$ cat src/rtl/alu_flag_pkg.sv
`timescale 1ns/1ps
package alu_flag_pkg;
  localparam logic [3:0] OPC_ADD = 4'h4;
  localparam logic [3:0] OPC_TST = 4'h8;
  localparam logic [3:0] OPC_CMP = 4'hA;
  localparam logic [3:0] OPC_MOV = 4'hD;

  typedef struct packed {
    logic n;
    logic z;
    logic c;
    logic v;
  } nzcv_t;
endpackage

$ cat src/rtl/alu_arith.sv
`timescale 1ns/1ps
// Raw arithmetic/logic datapath: sum, difference, conjunction and their carry/overflow terms.
module alu_arith #(
  parameter int W = 32
) (
  input  logic [W-1:0] a,
  input  logic [W-1:0] b,
  output logic [W-1:0] sum,
  output logic         sum_c,
  output logic         sum_v,
  output logic [W-1:0] diff,
  output logic         diff_nb,
  output logic         diff_v,
  output logic [W-1:0] conj
);
  localparam int MSB = W - 1;

  logic [W:0] sum_ext;
  logic [W:0] diff_ext;

  assign sum_ext  = {1'b0, a} + {1'b0, b};
  assign diff_ext = {1'b0, a} - {1'b0, b};

  assign sum     = sum_ext[W-1:0];
  assign sum_c   = sum_ext[W];
  assign diff    = diff_ext[W-1:0];
  // top bit of the widened difference is the borrow
  assign diff_nb = ~diff_ext[W];

  assign sum_v  = (a[MSB] ^ sum[MSB]) & (b[MSB] ^ sum[MSB]);
  assign diff_v = (a[MSB] ^ diff[MSB]) & (~b[MSB] ^ diff[MSB]);

  assign conj = a & b;
endmodule

$ cat src/rtl/alu_flag_sel.sv
`timescale 1ns/1ps
// Per-opcode selection of result, write strobe and flag update policy.
module alu_flag_sel
  import alu_flag_pkg::*;
#(
  parameter int W      = 32,
  parameter int RIDX_W = 4,
  parameter int PC_IDX = 15
) (
  input  logic [3:0]        opcode,
  input  logic              set_flags,
  input  logic [RIDX_W-1:0] rd,
  input  logic [W-1:0]      mov_val,
  input  logic [W-1:0]      sum,
  input  logic              sum_c,
  input  logic              sum_v,
  input  logic [W-1:0]      diff,
  input  logic              diff_nb,
  input  logic              diff_v,
  input  logic [W-1:0]      conj,
  input  logic              shift_c,
  input  nzcv_t             flags_in,
  output logic [W-1:0]      result,
  output logic              wr_en,
  output nzcv_t             flags_out,
  output logic              unsup
);
  localparam logic [RIDX_W-1:0] PC_SEL = RIDX_W'(PC_IDX);
  localparam int MSB = W - 1;

  logic pc_guard;
  assign pc_guard = set_flags && (rd == PC_SEL);

  always_comb begin
    result    = '0;
    wr_en     = 1'b0;
    flags_out = flags_in;
    unsup     = 1'b0;
    case (opcode)
      OPC_ADD: begin
        result = sum;
        if (pc_guard) begin
          unsup = 1'b1;
        end else begin
          wr_en = 1'b1;
          if (set_flags) begin
            flags_out.n = sum[MSB];
            flags_out.z = ~|sum;
            flags_out.c = sum_c;
            flags_out.v = sum_v;
          end
        end
      end
      OPC_MOV: begin
        result = mov_val;
        if (pc_guard) begin
          unsup = 1'b1;
        end else begin
          wr_en = 1'b1;
          if (set_flags) begin
            flags_out.n = mov_val[MSB];
            flags_out.z = ~|mov_val;
            flags_out.c = shift_c;
          end
        end
      end
      OPC_CMP: begin
        result      = diff;
        flags_out.n = diff[MSB];
        flags_out.z = ~|diff;
        flags_out.c = diff_nb;
        flags_out.v = diff_v;
      end
      OPC_TST: begin
        result      = conj;
        flags_out.n = conj[MSB];
        flags_out.z = ~|conj;
        flags_out.c = shift_c;
      end
      default: unsup = 1'b1;
    endcase
  end
endmodule

$ cat src/rtl/alu_out_reg.sv
`timescale 1ns/1ps
// One-entry output register with valid/ready on both sides; full throughput.
module alu_out_reg #(
  parameter int PW = 8
) (
  input  logic          clk,
  input  logic          rst_n,
  input  logic          in_valid,
  output logic          in_ready,
  input  logic [PW-1:0] in_data,
  output logic          out_valid,
  input  logic          out_ready,
  output logic [PW-1:0] out_data
);
  logic take;

  assign in_ready = ~out_valid | out_ready;
  assign take     = in_valid & in_ready;

  always_ff @(posedge clk) begin
    if (!rst_n) begin
      out_valid <= 1'b0;
      out_data  <= '0;
    end else begin
      if (take) begin
        out_valid <= 1'b1;
        out_data  <= in_data;
      end else if (out_ready) begin
        out_valid <= 1'b0;
      end
    end
  end

  assert_reset_empty_R1: assert property (@(posedge clk) disable iff (!rst_n)
    $past(!rst_n) |-> !out_valid);

  assert_stall_hold_R2: assert property (@(posedge clk) disable iff (!rst_n)
    (out_valid && !out_ready) |=> (out_valid && $stable(out_data)));
endmodule

$ cat src/rtl/alu_flag_unit.sv
`timescale 1ns/1ps
module alu_flag_unit
  import alu_flag_pkg::*;
#(
  parameter int W      = 32,
  parameter int RIDX_W = 4,
  parameter int PC_IDX = 15
) (
  input  logic              clk,
  input  logic              rst_n,
  input  logic              in_valid,
  output logic              in_ready,
  input  logic [3:0]        in_opcode,
  input  logic              in_set_flags,
  input  logic [RIDX_W-1:0] in_rd,
  input  logic [W-1:0]      in_op1,
  input  logic [W-1:0]      in_op2,
  input  logic              in_shift_c,
  input  logic [3:0]        in_flags,
  output logic              out_valid,
  input  logic              out_ready,
  output logic [W-1:0]      out_result,
  output logic [RIDX_W-1:0] out_rd,
  output logic              out_wr_en,
  output logic [3:0]        out_flags,
  output logic              out_error
);
  localparam int PW = W + RIDX_W + 1 + 4 + 1;

  logic [W-1:0] sum, diff, conj, sel_result;
  logic         sum_c, sum_v, diff_nb, diff_v;
  logic         sel_wr, sel_unsup;
  nzcv_t        flags_cur, sel_flags;
  logic [PW-1:0] pay_in, pay_out;

  assign flags_cur = nzcv_t'(in_flags);

  alu_arith #(.W(W)) u_arith (
    .a(in_op1), .b(in_op2),
    .sum(sum), .sum_c(sum_c), .sum_v(sum_v),
    .diff(diff), .diff_nb(diff_nb), .diff_v(diff_v),
    .conj(conj)
  );

  alu_flag_sel #(.W(W), .RIDX_W(RIDX_W), .PC_IDX(PC_IDX)) u_sel (
    .opcode(in_opcode), .set_flags(in_set_flags), .rd(in_rd),
    .mov_val(in_op2), .sum(sum), .sum_c(sum_c), .sum_v(sum_v),
    .diff(diff), .diff_nb(diff_nb), .diff_v(diff_v), .conj(conj),
    .shift_c(in_shift_c), .flags_in(flags_cur),
    .result(sel_result), .wr_en(sel_wr), .flags_out(sel_flags), .unsup(sel_unsup)
  );

  assign pay_in = {sel_result, in_rd, sel_wr, sel_flags, sel_unsup};

  alu_out_reg #(.PW(PW)) u_out (
    .clk(clk), .rst_n(rst_n),
    .in_valid(in_valid), .in_ready(in_ready), .in_data(pay_in),
    .out_valid(out_valid), .out_ready(out_ready), .out_data(pay_out)
  );

  assign {out_result, out_rd, out_wr_en, out_flags, out_error} = pay_out;

  logic accept;
  assign accept = in_valid & in_ready;

  assert_nos_keep_R4: assert property (@(posedge clk) disable iff (!rst_n)
    (accept && !in_set_flags && (in_opcode == OPC_ADD || in_opcode == OPC_MOV))
    |=> (out_flags == $past(in_flags)));

  assert_tst_carry_R6: assert property (@(posedge clk) disable iff (!rst_n)
    (accept && in_opcode == OPC_TST) |=> (out_flags[1] == $past(in_shift_c) && !out_wr_en));

  assert_mov_vkeep_R7: assert property (@(posedge clk) disable iff (!rst_n)
    (accept && in_opcode == OPC_MOV) |=> (out_flags[0] == $past(in_flags[0])));

  assert_pc_block_R8: assert property (@(posedge clk) disable iff (!rst_n)
    (accept && in_set_flags && in_rd == RIDX_W'(PC_IDX) &&
     (in_opcode == OPC_ADD || in_opcode == OPC_MOV))
    |=> (out_error && !out_wr_en && out_flags == $past(in_flags)));

  assert_err_nowr_R9: assert property (@(posedge clk) disable iff (!rst_n)
    (out_valid && out_error) |-> !out_wr_en);
endmodule

$ cat config.mk
export PLATFORM = sky130hd
export DESIGN_NAME = alu_flag_unit
export DESIGN_NICKNAME = d
export VERILOG_FILES = /design/src/rtl/alu_flag_pkg.sv /design/src/rtl/alu_arith.sv /design/src/rtl/alu_flag_sel.sv /design/src/rtl/alu_out_reg.sv /design/src/rtl/alu_flag_unit.sv
export SDC_FILE = /design/constraint.sdc
export NUM_CORES = 1
export LEC_CHECK = 0
export ABC_AREA = 1
export ABC_CLOCK_PERIOD_IN_PS = 3200
export BUFFER_PORTS_ARGS = -buffer_cell sky130_fd_sc_hd__buf_4
export CORE_MARGIN = 5
export CORE_UTILIZATION = 65
export CTS_BUF_LIST = sky130_fd_sc_hd__clkbuf_4
export CTS_CLUSTER_SIZE = 25
export DETAILED_ROUTE_END_ITERATION = 6
export PLACE_DENSITY = 0.95
export SYNTH_ARGS = -nofsm -noshare
export SYNTH_HDL_FRONTEND = slang
export SYNTH_SLANG_ARGS = --single-unit
$ cat constraint.sdc
create_clock -name clk -period 3.2 [get_ports clk]
set_input_delay 0.32 -clock clk [delete_from_list [all_inputs] [get_ports clk]]
set_output_delay 0.32 -clock clk [all_outputs]
set_load 0.05 [all_outputs]
==> results.ini <==
[outcome]
status = complete, but fails checks
violations = DRC

[power]
ir_drop_mv = 0.291
leakage_nw = 4.61
power_w = 0.00236
p_per_area_mw_per_mm2 = 274

[worst_setup_path]
reg2reg_from = u_out.out_valid$_SDFFE_PN0P_
slowest_delay_ns = 0.80
arrival_ns = 3.07
ff2ff_path_depth = 5
cp.depth = 16
critical_path.top_delay_family = compound AO/OA/AOI/OAI gates
required_ns = 3.41
cp_slowest_cell = o21ai_0
cp_num_buf_inv = 3
critPathMaxFanout = 4
setup.worst_path.class = in2reg
path_cells = buf_4 > ha_1 > inv_1 > fa_1 > inv_1 > nand3_1 > nand3b_4 > nand2_1 > nand2_1 > nand2_1 > nand3_1 > nand2_1 > nand2_1 > o21ai_0 > o21ai_0 > a21oi_1
r2r_slack_ns = 1.17
crit_top_cell = nand2_1
rr_endpoint = u_out.out_data[28]$_SDFFE_PN0P_
worstSetupStartpointType = input port
crit_path_end_kind = register

[sta]
final.hold.worst_slack_ns = 0.208
slew_headroom = 0.322
slew_viol_final = 0
setup_tns_ns = 0
post-route-period-util = 0.893
fmax_mhz = 350
period_needed_ns = 2.86
worst_pin_slew_ns = 1.01
rsz0062_at_grt = false
finalHoldViolations = 0
finalSetupViolCount = 0
skew_ns = 0.00928

[synthesis]
avgSynthCellArea_um2 = 5.40
synth_edf_count = 0
synth-seq-cells = 43
ys_async_sr_fraction = 0
yosys_warnings = 0
synth_cell_types = 49
synth_area_mm2 = 0.00764
synthDominantCellAreaShare = 0.237
synthCells = 1416
postSynthNetCount = 1564
synth_ff_type = dfxtp_1
synth_area_leaders = nand2_1 24%, dfxtp_1 11%, ha_1 10%
synth_top_area_cell = nand2_1
yosysSeqAreaShare = 0.113

[grt]
grt_max_degree = 45
grt_use_total = 0.418
grt_pass1_wl_um = 48000
antenna_found_initial = 0
grt_pass1_vias = 9617
gr-total-overflow = 0

[drt]
vias = 10500
vias_per_cell = 6.34
wire_per_inst_um = 18.7
drc = 1
drtIter0Drc = 1989
firstDrtPassIters = 7
final_antenna_net_count = 0
drt_wl_total_um = 30900

[finish]
fin_util = 0.752
fillers = 1009
syn2layout_area_growth_pct = 12.9
nets = 1660
drive_gt1_frac = 0.144
seqCellArea_um2 = 861
multiInputGateArea_mm2 = 0.00567
diodes = 0
design_area_mm2 = 0.00863

[clock_network]
cts_setup_buffers = 0
cts.sinks = 43
postCtsHoldBufs = 0
clkTransAtPathRegs_ns = 0.13
cts_resized = 0
clk-insertion-delay-late_ns = 0.37
cts_root_buf = clkbuf_4
cts_buffer_depth = 2
h-tree-depth = 2
numCtsBuffers = 5
cts_tree = built

[hold_path]
hold_path_class = in2reg
min_to = u_out.out_data[9]$_SDFFE_PN0P_
min_path_cells = 3
worstHoldStart = in_rd[3]

[floorplan]
die_x_um = 118
rows = 39
core_mm2 = 0.0115
start_util = 0.666
dieArea_mm2 = 0.0140
pin_count = 126
die_h_um = 118

[placed_design]
port_buffers = 125
gp_congestion = 1.18
dp_hpwl_um = 24600
place_area_mm2 = 0.00857

[run]
drv_cap = 0

worst max-delay path by stage:
| stage | endpoint | slack, ns | start |
|---|---|---|---|
| final | u_out.out_data[28]$_SDFFE_PN0P_ | 0.34 | in_op2[0] |
| after global placement | u_out.out_data[3]$_SDFFE_PN0P_ | 0.31 | in_op2[0] |
| after CTS | u_out.out_data[3]$_SDFFE_PN0P_ | 0.70 | in_op2[0] |
| after floorplan | u_out.out_data[3]$_SDFFE_PN0P_ | 0.98 | in_op1[0] |
| after global routing | u_out.out_data[3]$_SDFFE_PN0P_ | 0.17 | in_op2[28] |
| after detailed placement | u_out.out_data[3]$_SDFFE_PN0P_ | 0.33 | in_op2[0] |
flip-flops by register name, indices dropped and copies added, names as in the netlist:
register and flops:
u_out.out_data 42, u_out.out_valid 1
placed cells by master (no fill, tap or decap), types with 2 or more instances in the layout:
master     instances
nand2_1          482
inv_1            204
buf_4            136
nor2_1           128
a21oi_1           96
nand3_1           91
ha_1              64
o21ai_0           51
dfxtp_1           43
o22ai_1           25
nand4_1           24
nor2_2            20
inv_2             18
nand2_2           14
o21ai_1           13
xor2_1            13
nor4_1            13
o2111ai_1         12
a21oi_2            8
o21bai_1           6
nor3_1             6
clkbuf_4           6
o211ai_1           5
nor3_2             4
nor2_4             3
nand3_2            2
and2_1             2
xnor2_1            2
o31ai_1            2
fa_1               2
layout make-up:
cell class              instances  area share
clock buffers                   6     0.00522
clock inverters                 2     0.00145
inverters                     223      0.0970
multi-input cells            1103       0.657
flip-flops and latches         43      0.0998
well taps                     143      0.0207
repair buffers                136       0.118
metal layers:
metal  part of all wire  vias to the layer above  global-route usage
met3               0.16                      298               0.125
met5                  0                        -                   0
met4              0.099                        0               0.300
met1               0.33                     4471               0.494
met2               0.42                     1002               0.643
li1                   -                     4728                   -
stage by stage:
step	cells	setup slack (ns)
finish	1656	0.342
global route	1656	0.172
CTS	1656	0.703
detailed placement	1648	0.326
global placement	1648	0.313
floorplan	1416	0.985
power by group:
group / internal (W) / total [W] / switching [W]
Sequential: 0.000558 / 0.000572 / 0.0000134
Clock: 0.0000934 / 0.000284 / 0.000190
Combinational: 0.000457 / 0.00151 / 0.00105
worst min-delay path, delay by kind of cell:
family / cells / cell delay [ns]
buffers and inverters: 2 / 0.12
AOI/OAI and AO/OA: 1 / 0.11
cell usage after synthesis, types with 18 or more instances:
cell type and instances:
a21oi_1 96, ha_1 64, nand2_1 482, inv_2 18
nand4_1 24, nor2_1 128, clkbuf_1 21, dfxtp_1 43
inv_1 204, nand3_1 91, o22ai_1 25, o21ai_0 51
nor2_2 20
kinds of logic (layout without fill, tap and decap cells):
logic type	count (synthesis)	after routing	share of synthesized area
simple gates	795	795	0.443
buf+inv	270	367	0.145
compound gates	226	226	0.170
fa+ha+maj	66	66	0.110
flops	43	43	0.113
xor+xnor	16	16	0.0193
No activity file was read; power rests on OpenSTA's default activity.
